<file path="config.mk">
export PLATFORM = sky130hd
export DESIGN_NAME = iocal_ctrl
export DESIGN_NICKNAME = d
export VERILOG_FILES = /design/src/rtl/iocal_pkg.sv /design/src/rtl/iocal_sync.sv /design/src/rtl/iocal_window.sv /design/src/rtl/iocal_bank.sv /design/src/rtl/iocal_ctrl.sv
export SDC_FILE = /design/constraint.sdc
export NUM_CORES = 1
export LEC_CHECK = 0
export BUFFER_PORTS_ARGS = -buffer_cell sky130_fd_sc_hd__clkbuf_2
export CAP_MARGIN = 10
export CORE_ASPECT_RATIO = 1.2
export CORE_MARGIN = 5
export CORE_UTILIZATION = 54
export DETAILED_ROUTE_END_ITERATION = 8
export PLACE_DENSITY = 0.81
export SYNTH_ARGS = -nofsm -noshare
export SYNTH_HDL_FRONTEND = slang
export SYNTH_SLANG_ARGS = --single-unit
</file>
<file path="constraint.sdc">
create_clock -name clk -period 1.9 [get_ports clk]
set_clock_uncertainty 0.1 [all_clocks]
set_input_delay 0.57 -clock clk [delete_from_list [all_inputs] [get_ports clk]]
set_output_delay 0.57 -clock clk [all_outputs]
set_load 0.01 [all_outputs]
</file>
<file path="src/rtl/iocal_pkg.sv">
package iocal_pkg;
  typedef enum logic [1:0] {
    BK_WAIT = 2'd0,
    BK_CAL  = 2'd1,
    BK_DONE = 2'd2
  } bank_st_e;
endpackage

</file>
<file path="src/rtl/iocal_sync.sv">
module iocal_sync #(
  parameter int WIDTH  = 5,
  parameter int STAGES = 2
) (
  input  logic             clk,
  input  logic             rst,
  input  logic [WIDTH-1:0] d_i,
  output logic [WIDTH-1:0] q_o
);
  logic [STAGES-1:0][WIDTH-1:0] chain_q;

  always_ff @(posedge clk) begin
    if (rst) begin
      chain_q <= '0;
    end else begin
      chain_q[0] <= d_i;
      for (int s = 1; s < STAGES; s++) chain_q[s] <= chain_q[s-1];
    end
  end

  assign q_o = chain_q[STAGES-1];
endmodule

</file>
<file path="src/rtl/iocal_window.sv">
module iocal_window #(
  parameter int WINDOW_CYC = 5000
) (
  input  logic clk,
  input  logic rst,
  output logic open_o
);
  localparam int CW = $clog2(WINDOW_CYC + 1);
  localparam logic [CW-1:0] LIMIT = CW'(WINDOW_CYC);

  logic [CW-1:0] cnt_q;

  always_ff @(posedge clk) begin
    if (rst)                cnt_q <= '0;
    else if (cnt_q != LIMIT) cnt_q <= cnt_q + 1'b1;
  end

  assign open_o = (cnt_q != LIMIT);


  win_no_reopen_chk: assert property (@(posedge clk) disable iff (rst)
    !open_o |=> !open_o);
endmodule

</file>
<file path="src/rtl/iocal_bank.sv">
module iocal_bank
  import iocal_pkg::*;
#(
  parameter int CAL_CYC = 64
) (
  input  logic clk,
  input  logic rst,
  input  logic sel_i,
  input  logic sup_i,
  input  logic win_open_i,
  input  logic req_i,
  output logic done_o,
  output logic late_o
);
  localparam int CW = (CAL_CYC > 1) ? $clog2(CAL_CYC) : 1;
  localparam logic [CW-1:0] LAST = CW'(CAL_CYC - 1);

  bank_st_e      st_q;
  logic [CW-1:0] cnt_q;
  logic          pend_q;
  logic          late_q;
  logic          want;

  assign want = pend_q | req_i;

  always_ff @(posedge clk) begin
    if (rst || !sel_i) begin
      st_q   <= BK_WAIT;
      cnt_q  <= '0;
      pend_q <= 1'b0;
      late_q <= 1'b0;
    end else begin
      case (st_q)
        BK_WAIT: begin
          if (sup_i) begin
            st_q   <= BK_CAL;
            cnt_q  <= '0;
            late_q <= !win_open_i && !want;
            pend_q <= 1'b0;
          end else if (req_i) begin
            pend_q <= 1'b1;
          end
        end
        BK_CAL: begin
          if (cnt_q == LAST) begin
            cnt_q <= '0;
            if (want) begin
              pend_q <= 1'b0;
              late_q <= 1'b0;
            end else begin
              st_q <= BK_DONE;
            end
          end else begin
            cnt_q <= cnt_q + 1'b1;
            if (req_i) pend_q <= 1'b1;
          end
        end
        BK_DONE: begin
          if (want && sup_i) begin
            st_q   <= BK_CAL;
            cnt_q  <= '0;
            pend_q <= 1'b0;
            late_q <= 1'b0;
          end else if (req_i) begin
            pend_q <= 1'b1;
          end
        end
        default: st_q <= BK_WAIT;
      endcase
    end
  end

  assign done_o = (st_q == BK_DONE);
  assign late_o = late_q;


  unsel_idle_chk: assert property (@(posedge clk) disable iff (rst)
    !sel_i |=> (!done_o && !late_o));


  done_after_cal_chk: assert property (@(posedge clk) disable iff (rst)
    $rose(done_o) |-> $past(st_q == BK_CAL && cnt_q == LAST));


  recal_clears_chk: assert property (@(posedge clk) disable iff (rst)
    (sel_i && done_o && sup_i && req_i) |=> (!done_o && !late_o));


  pend_no_late_chk: assert property (@(posedge clk) disable iff (rst)
    (sel_i && st_q == BK_WAIT && sup_i && want) |=> !late_o);
endmodule

</file>
<file path="src/rtl/iocal_ctrl.sv">
module iocal_ctrl #(
  parameter int N_BANKS     = 5,
  parameter int WINDOW_CYC  = 5000,
  parameter int CAL_CYC     = 64,
  parameter int SYNC_STAGES = 2
) (
  input  logic               clk,
  input  logic               rst,
  input  logic               init_done_i,
  input  logic [N_BANKS-1:0] bank_sel_i,
  input  logic [N_BANKS-1:0] vddi_ok_i,
  input  logic [N_BANKS-1:0] recal_req_i,
  output logic [N_BANKS-1:0] cal_done_o,
  output logic [N_BANKS-1:0] late_o,
  output logic [N_BANKS-1:0] vddi_stat_o,
  output logic               all_cal_done_o
);
  logic [N_BANKS-1:0] sup_s;
  logic               win_open;
  logic [N_BANKS-1:0] done_w;
  logic [N_BANKS-1:0] late_w;
  logic [N_BANKS-1:0] stat_q;
  logic               all_q;

  iocal_sync #(.WIDTH(N_BANKS), .STAGES(SYNC_STAGES)) u_sync (
    .clk (clk),
    .rst (rst),
    .d_i (vddi_ok_i),
    .q_o (sup_s)
  );

  iocal_window #(.WINDOW_CYC(WINDOW_CYC)) u_win (
    .clk    (clk),
    .rst    (rst),
    .open_o (win_open)
  );

  for (genvar b = 0; b < N_BANKS; b++) begin : g_bank
    iocal_bank #(.CAL_CYC(CAL_CYC)) u_bank (
      .clk        (clk),
      .rst        (rst),
      .sel_i      (bank_sel_i[b]),
      .sup_i      (sup_s[b]),
      .win_open_i (win_open),
      .req_i      (recal_req_i[b]),
      .done_o     (done_w[b]),
      .late_o     (late_w[b])
    );
  end

  always_ff @(posedge clk) begin
    if (rst) begin
      stat_q <= '0;
      all_q  <= 1'b0;
    end else begin
      stat_q <= bank_sel_i & sup_s & {N_BANKS{init_done_i}};
      all_q  <= &(done_w | ~bank_sel_i);
    end
  end

  assign cal_done_o     = done_w;
  assign late_o         = late_w;
  assign vddi_stat_o    = stat_q;
  assign all_cal_done_o = all_q;


  stat_masked_chk: assert property (@(posedge clk) disable iff (rst)
    !init_done_i |=> (vddi_stat_o == '0));


  stat_sel_chk: assert property (@(posedge clk) disable iff (rst)
    ((vddi_stat_o & ~bank_sel_i) == '0) || !$stable(bank_sel_i));


  all_done_chk: assert property (@(posedge clk) disable iff (rst)
    ((cal_done_o | ~bank_sel_i) != '1) |=> !all_cal_done_o);
endmodule

</file>
==> results of run 1 <==
-- worst min path at each step --
stage	from	endpoint
final	vddi_ok_i[0]	u_sync.chain_q[0]
after CTS	vddi_ok_i[2]	u_sync.chain_q[2]
after global placement	u_sync.chain_q[1]	u_sync.q_o[1]
after detailed placement	u_sync.chain_q[0]	u_sync.q_o[0]
after global routing	vddi_ok_i[2]	u_sync.chain_q[2]
after floorplan	u_sync.chain_q[0]	u_sync.q_o[0]
-- synth_stat cells, types with 3 or more instances --
| cell | count |
|---|---|
| nor3_1 | 11 |
| ha_1 | 28 |
| o31a_1 | 5 |
| inv_1 | 29 |
| clkbuf_1 | 6 |
| nand4b_1 | 4 |
| nand3_1 | 19 |
| xnor2_1 | 10 |
| buf_4 | 10 |
| dfxtp_1 | 79 |
| and2_1 | 3 |
| nand4_1 | 4 |
| o21a_1 | 5 |
| nor2b_1 | 18 |
| o41ai_1 | 3 |
| or3b_2 | 4 |
| a21oi_1 | 37 |
| o21ai_0 | 26 |
| nand2b_1 | 7 |
| or4_1 | 10 |
| nand2_1 | 24 |
| nor4_1 | 5 |
| o211ai_1 | 3 |
| a211oi_1 | 4 |
| o221a_2 | 3 |
| and3_1 | 8 |
| or3_1 | 13 |
| mux2i_1 | 5 |
| nand3b_1 | 4 |
| nor2_1 | 37 |
| xor2_1 | 9 |
| o21bai_1 | 4 |
-- metal layers --
layer	global-route usage [%]	routed length (um)	vias to the layer above
met5	0	0	-
met4	8.723	254	0
met3	3.591	542	23
met2	36.83	4872	110
met1	25.29	4114	1777
li1	-	-	1818
-- flip-flops by register name, summed over array words and instances, names as in the netlist --
signal                cells
g_bank.u_bank.pend_q      5
all_cal_done_o            1
g_bank.u_bank.st_q       10
vddi_stat_o               5
u_sync.chain_q            5
g_bank.u_bank.cnt_q      30
u_win.cnt_q              13
u_sync.q_o                5
g_bank.u_bank.late_o      5
-- cells by family after synthesis --
group,count (synthesis)
AO/OA/AOI/OAI,108
XOR/XNOR,19
adder cells (fa/ha/maj),28
buffers and inverters,45
flip-flops,79
multiplexers,5
AND/OR/NAND/NOR,181
-- where the power goes --
group	switching (mW)	total [mW]	internal [mW]
registers	0.0246	1.71	1.69
logic	0.176	0.336	0.160
clock network	0.593	1.40	0.811
total	0.794	3.45	2.66
-- per-stage QoR --
| stage | setup TNS (ns) | utilization [%] | power [mW] |
|---|---|---|---|
| floorplan | -0.0003275 | - | 1.923 |
| global placement | -0.1327 | 62.62 | 2.031 |
| detailed placement | -0.5169 | 62.62 | 2.041 |
| CTS | -0.01119 | 66.55 | 3.449 |
| global route | -0.2862 | 69.17 | 3.591 |
| finish | -0.03595 | 69.17 | 3.450 |
-- final cells by class --
class | instances | area (um2)
Clock buffer | 13 | 158.9
Clock inverter | 3 | 65.06
Fill cell | 551 | 2256
Inverter | 29 | 108.9
Multi-Input combinational cell | 341 | 2467
Sequential cell | 79 | 1598
Tap cell | 90 | 112.6
Timing Repair Buffer | 83 | 550.5
-- timing repair --
| action | CTS | global route |
|---|---|---|
| setup buffers | 6 | 4 |
| gates resized for setup | 11 | 40 |
| pin swaps | 6 | 13 |
| endpoints found under the setup margin | 9 | 42 |
-- worst reg2reg max path, stage by stage (launching register included) --
cell	delay (ns)
dfxtp_2	0.33
buf_4	0.14
ha_2	0.19
o32a_1	0.42
or4_1	0.53
a21oi_1	0.14
==> qor.yml, run 1 <==
status: "finished with violations"
violations: "negative setup slack"
critPathSlowestCell: "dfxtp_2"
cts_tree: "yes"
setup_violations: 2
synth_top_family_by_area: "simple AND/OR/NAND/NOR gates"
async_reset_ff_share_pct: 0
synth_simple_gate_area_share_pct: 25.30
nets: 589
root_buffer: "clkbuf_8"
critPathKind: "reg2out"
insertion_delay_ns: 0.35
final_max_slew_viol_count: 0
grt_pass1_vias: 3658
synthAdderAreaFrac_pct: 8.576
place_area_um2: 4582
critical_path_arrival_ns: 1.25
io_buffer_count: 33
syn_area_per_cell_um2: 8.785
vdd_drop_max_mv: 0.4375
seq_area_frac_synth_pct: 38.71
numPlacedInstances: 613
synth_xor_area_share_pct: 4.074
synth_top_area_share_pct: 38.71
grt_max_degree: 21
finalCritPeriodShare_pct: 101.0
power_density_nw_per_um2: 681.6
critical-path-top-delay-family: "buffers and inverters"
slew_headroom_pct: 63.54
viasPerCell: 5.843
antenna_found_initial: 0
ant_nets: 0
final_common_cell: "dfxtp_1"
synth-seq-cells: 79
hpwl_mm: 6.925
hold_ws_ns: 0.3236
holdPathStages: 2
cts_buffer_depth: 2
r2r-end: "g_bank[4].u_bank.cnt_q[4]"
cp.depth: 4
finalWorstSetupSlack_ns: -0.01836
synth_top_area_cell: "dfxtp_1"
syn_inst: 465
grt_pass1_wl_mm: 16.17
synth.area.top_cells: "dfxtp_1 39%, ha_1 8.6%, a21oi_1 4.5%"
drc_errors: 0
cts_sinks: 79
final_cell_mix: "68 x dfxtp_1, 49 x buf_4, 37 x a21oi_1, 37 x nor2_1, 32 x clkbuf_2"
numCtsBuffers: 9
rsz0062_at_grt: "true"
hold_viol_final: 0
max_cap_violations: 0
critPathLaunchType: "flip-flop"
crit_chain: "buf_4 > ha_4 > buf_4 > buf_6"
die_w_um: 89.40
fmax_mhz: 521.3
coreArea_um2: 7317
cellLeakagePower_nw: 1.977
drive_gt1_share_pct: 27.01
ys_types: 56
required_ns: 1.23
instances_no_fill: 638
htreeDepth: 3
dieArea_um2: 9412
holdCritPathClass: "in2reg"
n_antenna_cell: 0
synth_ff_type: "dfxtp_1"
vias: 3728
gp_congestion: 0.9035
syn_area_um2: 4085
endpoint: "cal_done_o[4]"
drt-initial-drc-count: 196
path_buf_inv: 3
crit_fanout: 5
rows: 34
synth_compound_area_share_pct: 17.06
crit_path_start: "g_bank[4].u_bank.st_q[1]"
grt-ovfl-total: 0
wire_per_inst_um: 15.33
worst_slew_pin_slew_ns: 0.5411
io_pins: 34
cts_hold_buffers: 0
die_h_um: 105.3
dr.pass1.iters: 5
r2r_start: "g_bank[4].u_bank.st_q[0]"
yosys_warnings: 0
rr_worst_depth: 5
endpoint_kind: "output pin"
place_ws_ns: -0.09616
routed_wl_mm: 9.783
design_area_um2: 5061
slowest_delay_ns: 0.34
area_delta_synth_final_pct: 23.89
track_usage_pct: 21.21
rrSetupSlack_ns: -0.02
clk_pin_slew_worst_paths_ns: 0.08
synth_edf_count: 0
crit_top_cell: "buf_4"
synth_nets: 511
synth_mux_area_share_pct: 1.225
start_util_pct: 55.83
fin_crit_ns: 1.918
Power figures use the tool's default switching activity.
==> inputs of run 2 (changes only) <==
--- a/config.mk
+++ b/config.mk
@@ -9,9 +9,10 @@
 export CAP_MARGIN = 10
 export CORE_ASPECT_RATIO = 1.2
 export CORE_MARGIN = 5
-export CORE_UTILIZATION = 54
+export CORE_UTILIZATION = 40
 export DETAILED_ROUTE_END_ITERATION = 8
-export PLACE_DENSITY = 0.81
+export PLACE_DENSITY = 0.64
 export SYNTH_ARGS = -nofsm -noshare
 export SYNTH_HDL_FRONTEND = slang
 export SYNTH_SLANG_ARGS = --single-unit
+export TNS_END_PERCENT = 10
==> qor.yml, run 2 (same netlist as run 1, synthesis figures left out) <==
status: "finished with violations"
violations: "negative setup slack"
coreArea_um2: 10010
nets: 593
final_max_slew_viol_count: 0
slowest_delay_ns: 0.35
fill_cells: 941
critPathLaunchType: "flip-flop"
holdCritPathClass: "reg2reg"
largest_reg_flops: 30
antenna_found_initial: 0
endpoint_kind: "output pin"
vias: 3575
required_ns: 1.23
dieArea_um2: 12340
crit_top_cell: "buf_4"
ant_nets: 0
insertion_delay_ns: 0.33
viasPerCell: 5.273
crit_fanout: 3
grt_max_degree: 25
start_util_pct: 40.81
die_w_um: 102.3
rrSetupSlack_ns: 0.01
finalCritPeriodShare_pct: 101.7
cts_sinks: 79
root_buffer: "clkbuf_16"
place_area_um2: 4687
rows: 40
vdd_drop_max_mv: 0.3236
wire_per_inst_um: 13.87
cts_tree: "yes"
max_cap_violations: 0
n_antenna_cell: 0
critical_path_arrival_ns: 1.26
worst_slew_pin_slew_ns: 0.4110
utilization_pct: 52.10
area_delta_synth_final_pct: 27.66
grt_pass1_vias: 3362
setup_violations: 1
numCtsBuffers: 9
drc_errors: 0
grt_pass1_wl_mm: 15.28
drive_gt1_share_pct: 27.17
finalWorstSetupSlack_ns: -0.03278
design_area_um2: 5215
htreeDepth: 3
cts_hold_buffers: 0
cellLeakagePower_nw: 2.029
io_buffer_count: 33
rr_worst_depth: 6
worstHoldEndpoint: "u_sync.q_o[0]"
hpwl_mm: 7.031
crit_chain: "inv_4 > ha_4 > buf_4 > buf_4 > clkbuf_2"
clk_pin_slew_worst_paths_ns: 0.06
routed_wl_mm: 9.402
reg.largest.list: "g_bank.u_bank.cnt_q x30, u_win.cnt_q x13, g_bank.u_bank.st_q x10"
fin_crit_ns: 1.933
r2r-end: "g_bank[3].u_bank.st_q[0]"
finalSetupTns_ns: -0.03278
cts_buffer_depth: 2
fmax_mhz: 517.4
hold_viol_final: 0
final_common_cell: "dfxtp_1"
r2r_start: "g_bank[3].u_bank.st_q[0]"
critical-path-top-delay-family: "buffers and inverters"
rsz0062_at_grt: "true"
grt-ovfl-total: 0
slew_headroom_pct: 72.39
dr.pass1.iters: 4
holdCritStartpoint: "u_sync.chain_q[0]"
regMostFlops: "g_bank.u_bank.cnt_q"
track_usage_pct: 15.57
path_buf_inv: 4
power_density_nw_per_um2: 746.2
die_h_um: 120.7
critPathSlowestCell: "dfxtp_2"
drt-initial-drc-count: 168
io_pins: 34
gp_congestion: 0.8222
critPathKind: "reg2out"
holdPathStages: 1
final_cell_mix: "72 x dfxtp_1, 53 x buf_4, 37 x nor2_1"
==> run 2: cell count changes in the layout (fill, tap and decap cells not counted), moves of 3 or more <==
cell / delta
clkbuf_8: -10
dfxtp_1: +4
a21oi_2: +3
a21oi_1: -3
o21ai_1: +3
inv_2: -3
or3b_2: +3
clkbuf_16: +9
or3b_4: -3
dfxtp_2: -5
buf_4: +4
==> run 2: repair_timing <==
| action | in CTS | in global routing |
|---|---|---|
| setup buffers | 1 | 5 |
| gates resized for setup | 7 | 38 |
| endpoints found under the setup margin | 18 | 40 |
| pin swaps | 6 | 6 |
==> run 2: final cells by class <==
type	instances	area (um2)	share of cell area (%)
Multi-Input combinational cell	341	2451	47.00
Sequential cell	79	1595	30.59
Timing Repair Buffer	87	574.3	11.01
Clock buffer	10	239.0	4.583
Tap cell	126	157.7	3.023
Inverter	29	113.9	2.183
Clock inverter	6	83.83	1.607
==> run 2: worst max path at each step <==
| stage | start | endpoint | slack (ns) | cells past startpoint |
|---|---|---|---|---|
| global route | g_bank[3].u_bank.st_q[0] | cal_done_o[3] | -0.08 | 5 |
| finish | g_bank[3].u_bank.st_q[0] | cal_done_o[3] | -0.03 | 5 |
| CTS | g_bank[3].u_bank.st_q[1] | g_bank[3].u_bank.st_q[0] | -0.06 | 6 |
| global placement | recal_req_i[3] | g_bank[3].u_bank.st_q[0] | -0.08 | 6 |
| floorplan | g_bank[3].u_bank.st_q[1] | g_bank[3].u_bank.st_q[0] | -0.0003 | 7 |
| detailed placement | recal_req_i[3] | g_bank[3].u_bank.st_q[0] | -0.12 | 6 |
==> run 2: stage by stage <==
stage          hold WS [ns]  cells  power [mW]  setup slack [ns]
6_report             0.3331    678       3.891          -0.03278
5_1_grt              0.3393    678       4.049          -0.08181
4_1_cts              0.3298    674       3.912          -0.06066
3_5_place_dp         0.3231    657       2.053           -0.1154
3_3_place_gp         0.3201    657       2.047          -0.08147
2_1_floorplan        0.3138    465       1.923        -0.0003275
==> run 2: layer usage <==
layer	vias up	GRT usage (%)	part of all wire [%]
met2	66	25.81	49
met3	13	3.116	4.5
met5	-	0	0
met4	0	8.121	1.5
li1	1820	-	-
met1	1676	18.74	45
==> run 2: power breakdown <==
part,internal (mW),switching (mW),leakage [nW]
clock network,1.18,0.667,0.162
logic,0.161,0.173,1.22
registers,1.69,0.0234,0.645
